<file path="src/rtl/fgc_pkg.sv">
package fgc_pkg;

    // registered state of the top-level drive logic
    typedef struct packed {
        logic hold;    // fault still in force (filtered or latched)
        logic drive;   // gate-drive command
    } fgc_drive_s;

    // a programmed delay of zero behaves as one cycle
    function automatic int unsigned fgc_min1(input int unsigned v);
        return (v == 0) ? 1 : v;
    endfunction

endpackage

</file>
<file path="src/rtl/fgc_deglitch.sv">
module fgc_deglitch #(
    parameter int RISE_W   = 4,
    parameter int FALL_DLY = 3
) (
    input  logic              clk,
    input  logic              rst_n,
    input  logic              raw_i,
    input  logic [RISE_W-1:0] rise_dly_i,
    output logic              filt_d_o,
    output logic              filt_q_o
);
    localparam int FALL_W = $clog2(FALL_DLY + 1);
    localparam int CW     = (RISE_W > FALL_W) ? RISE_W : FALL_W;

    typedef struct packed {
        logic          filt;
        logic [CW-1:0] cnt;
    } flt_s;

    flt_s          st_d, st_q;
    logic [CW-1:0] tgt;
    logic [CW:0]   inc;

    always_comb begin
        st_d = st_q;
        tgt  = st_q.filt ? CW'(FALL_DLY) : CW'(rise_dly_i);
        if (tgt == '0) tgt = CW'(1);
        inc  = {1'b0, st_q.cnt} + (CW+1)'(1);
        if (raw_i == st_q.filt) begin
            st_d.cnt = '0;
        end else if (inc >= {1'b0, tgt}) begin
            st_d.filt = ~st_q.filt;
            st_d.cnt  = '0;
        end else begin
            st_d.cnt = inc[CW-1:0];
        end
    end

    always_ff @(posedge clk or negedge rst_n) begin
        if (!rst_n) st_q <= '0;
        else        st_q <= st_d;
    end

    assign filt_d_o = st_d.filt;
    assign filt_q_o = st_q.filt;

    // a fault is only accepted on a high sample
    a_r3_rise_on_high: assert property (@(posedge clk) disable iff (!rst_n)
        (st_q.filt && !$past(st_q.filt)) |-> $past(raw_i));

    // a fault only clears on a low sample
    a_r4_fall_on_low: assert property (@(posedge clk) disable iff (!rst_n)
        (!st_q.filt && $past(st_q.filt)) |-> !$past(raw_i));

endmodule

</file>
<file path="src/rtl/fgc_rec_timer.sv">
module fgc_rec_timer #(
    parameter int REC_W = 4
) (
    input  logic             clk,
    input  logic             rst_n,
    input  logic             start_i,
    input  logic             cancel_i,
    input  logic [REC_W-1:0] len_i,
    output logic [REC_W-1:0] cnt_d_o,
    output logic [REC_W-1:0] cnt_q_o
);
    logic [REC_W-1:0] cnt_d, cnt_q;

    always_comb begin
        cnt_d = cnt_q;
        if (cancel_i)           cnt_d = '0;
        else if (start_i)       cnt_d = len_i;
        else if (cnt_q != '0)   cnt_d = cnt_q - REC_W'(1);
    end

    always_ff @(posedge clk or negedge rst_n) begin
        if (!rst_n) cnt_q <= '0;
        else        cnt_q <= cnt_d;
    end

    assign cnt_d_o = cnt_d;
    assign cnt_q_o = cnt_q;

    // a running count never jumps up without a new start
    a_r6_counts_down: assert property (@(posedge clk) disable iff (!rst_n)
        ($past(cnt_q) != '0 && !$past(start_i) && !$past(cancel_i))
            |-> (cnt_q == $past(cnt_q) - REC_W'(1)));

endmodule

</file>
<file path="src/rtl/fault_gate_ctrl.sv">
module fault_gate_ctrl #(
    parameter int RISE_W   = 4,
    parameter int FALL_DLY = 3,
    parameter int REC_W    = 4
) (
    input  logic              clk,
    input  logic              rst_n,
    input  logic              cmp_raw_i,
    input  logic              enable_i,
    input  logic              latch_mode_i,
    input  logic [RISE_W-1:0] rise_dly_i,
    input  logic [REC_W-1:0]  rec_len_i,
    output logic              drive_o
);
    import fgc_pkg::*;

    logic             filt_d, filt_q;
    logic             clear_evt;
    logic [REC_W-1:0] rec_d, rec_q;
    fgc_drive_s       st_d, st_q;

    fgc_deglitch #(.RISE_W(RISE_W), .FALL_DLY(FALL_DLY)) u_flt (
        .clk        (clk),
        .rst_n      (rst_n),
        .raw_i      (cmp_raw_i),
        .rise_dly_i (rise_dly_i),
        .filt_d_o   (filt_d),
        .filt_q_o   (filt_q)
    );

    fgc_rec_timer #(.REC_W(REC_W)) u_rec (
        .clk      (clk),
        .rst_n    (rst_n),
        .start_i  (clear_evt),
        .cancel_i (filt_d),
        .len_i    (rec_len_i),
        .cnt_d_o  (rec_d),
        .cnt_q_o  (rec_q)
    );

    always_comb begin
        st_d = st_q;
        if (filt_d)
            st_d.hold = 1'b1;
        else if (st_q.hold && !(latch_mode_i && enable_i))
            st_d.hold = 1'b0;
        clear_evt  = st_q.hold && !st_d.hold;
        st_d.drive = enable_i && !filt_d && !st_d.hold && (rec_d == '0);
    end

    always_ff @(posedge clk or negedge rst_n) begin
        if (!rst_n) st_q <= '0;
        else        st_q <= st_d;
    end

    assign drive_o = st_q.drive;

    // the switch is off whenever a filtered fault stands
    a_r5_fault_forces_low: assert property (@(posedge clk) disable iff (!rst_n)
        filt_q |-> !drive_o);

    // the switch is off while recovery counts
    a_r6_recovery_low: assert property (@(posedge clk) disable iff (!rst_n)
        (rec_q != '0) |-> !drive_o);

    // a standing fault leaves the timer idle
    a_r7_fault_cancels_timer: assert property (@(posedge clk) disable iff (!rst_n)
        filt_q |-> (rec_q == '0));

    // a held latched fault keeps the switch off
    a_r8_latch_holds_low: assert property (@(posedge clk) disable iff (!rst_n)
        (latch_mode_i && st_q.hold) |-> !drive_o);

    // the switch never turns on without a prior request
    a_r2_needs_enable: assert property (@(posedge clk) disable iff (!rst_n)
        drive_o |-> $past(enable_i));

endmodule

</file>
<file path="config.mk">
export PLATFORM = sky130hd
export DESIGN_NAME = fault_gate_ctrl
export DESIGN_NICKNAME = d
export VERILOG_FILES = /design/src/rtl/fgc_pkg.sv /design/src/rtl/fgc_deglitch.sv /design/src/rtl/fgc_rec_timer.sv /design/src/rtl/fault_gate_ctrl.sv
export SDC_FILE = /design/constraint.sdc
export NUM_CORES = 1
export LEC_CHECK = 0
export CAP_MARGIN = 30
export CELL_PAD_IN_SITES_DETAIL_PLACEMENT = 0
export CELL_PAD_IN_SITES_GLOBAL_PLACEMENT = 2
export CORE_MARGIN = 2
export CORE_UTILIZATION = 33
export DETAILED_ROUTE_END_ITERATION = 16
export PLACE_DENSITY_LB_ADDON = 0.1
export SLEW_MARGIN = 10
export SYNTH_ARGS = -nofsm -noshare
export SYNTH_HDL_FRONTEND = slang
export SYNTH_SLANG_ARGS = --single-unit
</file>
<file path="constraint.sdc">
create_clock -name clk -period 3.9 [get_ports clk]
set_input_delay 0.78 -clock clk [delete_from_list [all_inputs] [get_ports clk]]
set_output_delay 0.78 -clock clk [all_outputs]
set_load 0.05 [all_outputs]
</file>
==> metrics.txt <==
Netlist cell types=29; Hold Path Cell Cnt=1; DR vias/cell=4.752; filler cell count=194; endpoint class of the critical path=register; Endpoint, Worst Hold=u_flt.st_q[0]; full die area=2533 sq um; grt ovf=0; n_diodes=0; Starting Density=35.37%; Layout Utilization=44.63%; flop2flop setup slack=1560 ps; WL final=1270 um; status=finished, final reports clean; number of placed I/O pins=14; total global-route track usage=11.22%; DR iter-0 viols=15; Synthesis Warnings=0; Std-Cell Rows=16; Async SR Flop Fraction=100.0%; leading post-synthesis cells by cell area=dfrtp_1 39%, ha_1 11%, nand2b_1 4.4%, nor2_1 4.2%, xor2_1 3.7%; worst hold start=u_flt.st_q[0]; clk_skew=0.4168 ps; R2R depth=8; final setup vio count=0; clk slew on worst S/H paths=70 ps; initial antenna violation count=0; number of enable flip-flop cells after synthesis=0; Crit path arrival time=2980 ps; syn nets=89; Final Hold Vio Count=0; routed vias=537; most numerous cell in the Yosys netlist=dfrtp_1; post-synth top area share=38.87%; worst-path fanout max=7; CTS sink cnt=11; first-pass GRT wire length=2152 um; post-route minimum period=2784 ps; PortBufs=13; Final Cell Area=893.4 sq um; kind of critical path=input pin to register; Synth Flop Type=dfrtp_1; Hold WS=514.0 ps; chip height=50.33 um; clk_lat worst skew=260 ps; vias in the first global route=498; Worst Path Required=4100 ps; Lkg Pwr=0.4101 nW; mean post-synth cell area=10.12 sq um; Max Freq=359.2 MHz; post-CTS resize count=0; CTS tree=built; Mapped Area=708.2 sq um; # Max-Cap Violations=0; Post-route DRC=0; dpl cell area=867.1 sq um; TritonRoute pass-1 iters=4; setup_tns=0 ps; cts bufs inserted=3; clock buffer depth=2; wire per inst=11.24 um; PnR worst setup slack=1116 ps; cell taking the most area after synthesis=dfrtp_1; RR Startpoint=u_flt.st_q[0]; antenna-violating nets left=0; maximum number of pins on one net before global-route repair=12; RSZ-0062 raised after global routing=no; Tightest Hold Check Type=register to register; hold buffer count at cts=0; worst-margin pin slew=489.7 ps; Core Region=2002 sq um; sequential fraction of the synthesis area=38.87%; Tot Pwr=605.8 uW; Placer Congestion=0.7280; H-tree levels=1; Worst IR Drop VDD=0.3192 mV; P&R area growth vs syn=26.15%; DPL Wire Length=1042 um; PD cells=678.1 nW/um^2; Die W=50.33 um; flops & latches, synth=11; Final Cycle Share=71.39%; critical path launch point type=input pin; Layout Nets=106; synthesized instance count=70; post-route insts no fill=113; Setup Buffers After CTS=0; r2r endpoint=drive_o; share of cells above drive strength 1=11.63%; root buffer cell=clkbuf_4; Post-synth top cells=11 x dfrtp_1, 8 x nor2_1, 6 x ha_1; max_slew headroom=67.25%; fin. max-slew vios=0; dpl cells=109; Setup WS pre-CTS=846.2 ps
[worst max-delay path: stages]
cell	delay, ps
clkdlybuf4s50_1	480
nor3_1	50
or3_1	310
ha_1	310
nor2b_4	120
o21ai_2	70
a21oi_2	230
mux2_4	360
and4b_1	260
[kinds of logic (layout without fill, tap and decap cells)]
group / Yosys count / in the layout / share of synthesized area (%)
buffers and inverters: 3 / 19 / 1.767
AND/OR/NAND/NOR: 30 / 30 / 24.21
AO/OA/AOI/OAI: 12 / 12 / 13.43
flip-flops: 11 / 11 / 38.87
XOR/XNOR: 5 / 5 / 6.185
multiplexers: 3 / 3 / 4.946
adder cells (fa/ha/maj): 6 / 6 / 10.60
[power breakdown]
part           switching [mW]  internal (mW)  total (mW)
combinational           0.171          0.165       0.336
clock                  0.0367         0.0395      0.0762
sequential             0.0394          0.155       0.194
[registers in the layout, indices dropped and copies added (netlist names)]
register        cells
drive_o             1
u_rec.cnt_q_o       4
u_flt.filt_q_o      1
st_q                1
u_flt.st_q          4
[layer usage]
metal	vias to the layer above	part of all wire [%]	track usage, %
met4	0	0	4.054
met3	0	3.1	2.679
met2	7	41	14.25
met5	-	0	0
met1	250	56	17.92
li1	280	-	-
[placed cells by master, fill, tap and decap left out, drive strengths merged]
cell type | Yosys | layout
a311oi | 1 | 1
a31o | 1 | 1
o211ai | 1 | 1
ha | 6 | 6
xor2 | 3 | 3
a21bo | 1 | 1
nor3 | 2 | 2
a211oi | 1 | 1
xnor2 | 2 | 2
and4b | 1 | 1
o21ai | 4 | 4
mux2i | 2 | 2
nor2b | 2 | 2
inv | 2 | 2
nand2b | 5 | 5
nand3b | 1 | 1
nand3 | 2 | 2
mux2 | 1 | 1
clkdlybuf4s50 | 0 | 13
dfrtp | 11 | 11
nand2 | 4 | 4
a21oi | 3 | 3
or3 | 1 | 1
nor3b | 1 | 1
nor2 | 8 | 8
and3 | 3 | 3
clkbuf | 1 | 4
[area by class of cell]
cell class | count | area [sq um] | area share (%)
Clock buffer | 4 | 26.28 | 2.941
Inverter | 2 | 7.507 | 0.8403
Multi-Input combinational cell | 56 | 420.4 | 47.06
Sequential cell | 11 | 275.3 | 30.81
Tap cell | 27 | 33.78 | 3.782
Timing Repair Buffer | 13 | 130.1 | 14.57
[worst max path at each step]
stage                             start  endpoint  slack [ps]  depth (start not counted)
final                     rise_dly_i[2]   drive_o        1120                          9
after global routing      rise_dly_i[2]   drive_o        1020                          9
after CTS                 rise_dly_i[2]   drive_o        1110                          9
after detailed placement  rise_dly_i[2]   drive_o         850                          9
after global placement    rise_dly_i[2]   drive_o         910                          9
after floorplan           rise_dly_i[0]   drive_o        1460                          7
Power figures use the tool's default switching activity.
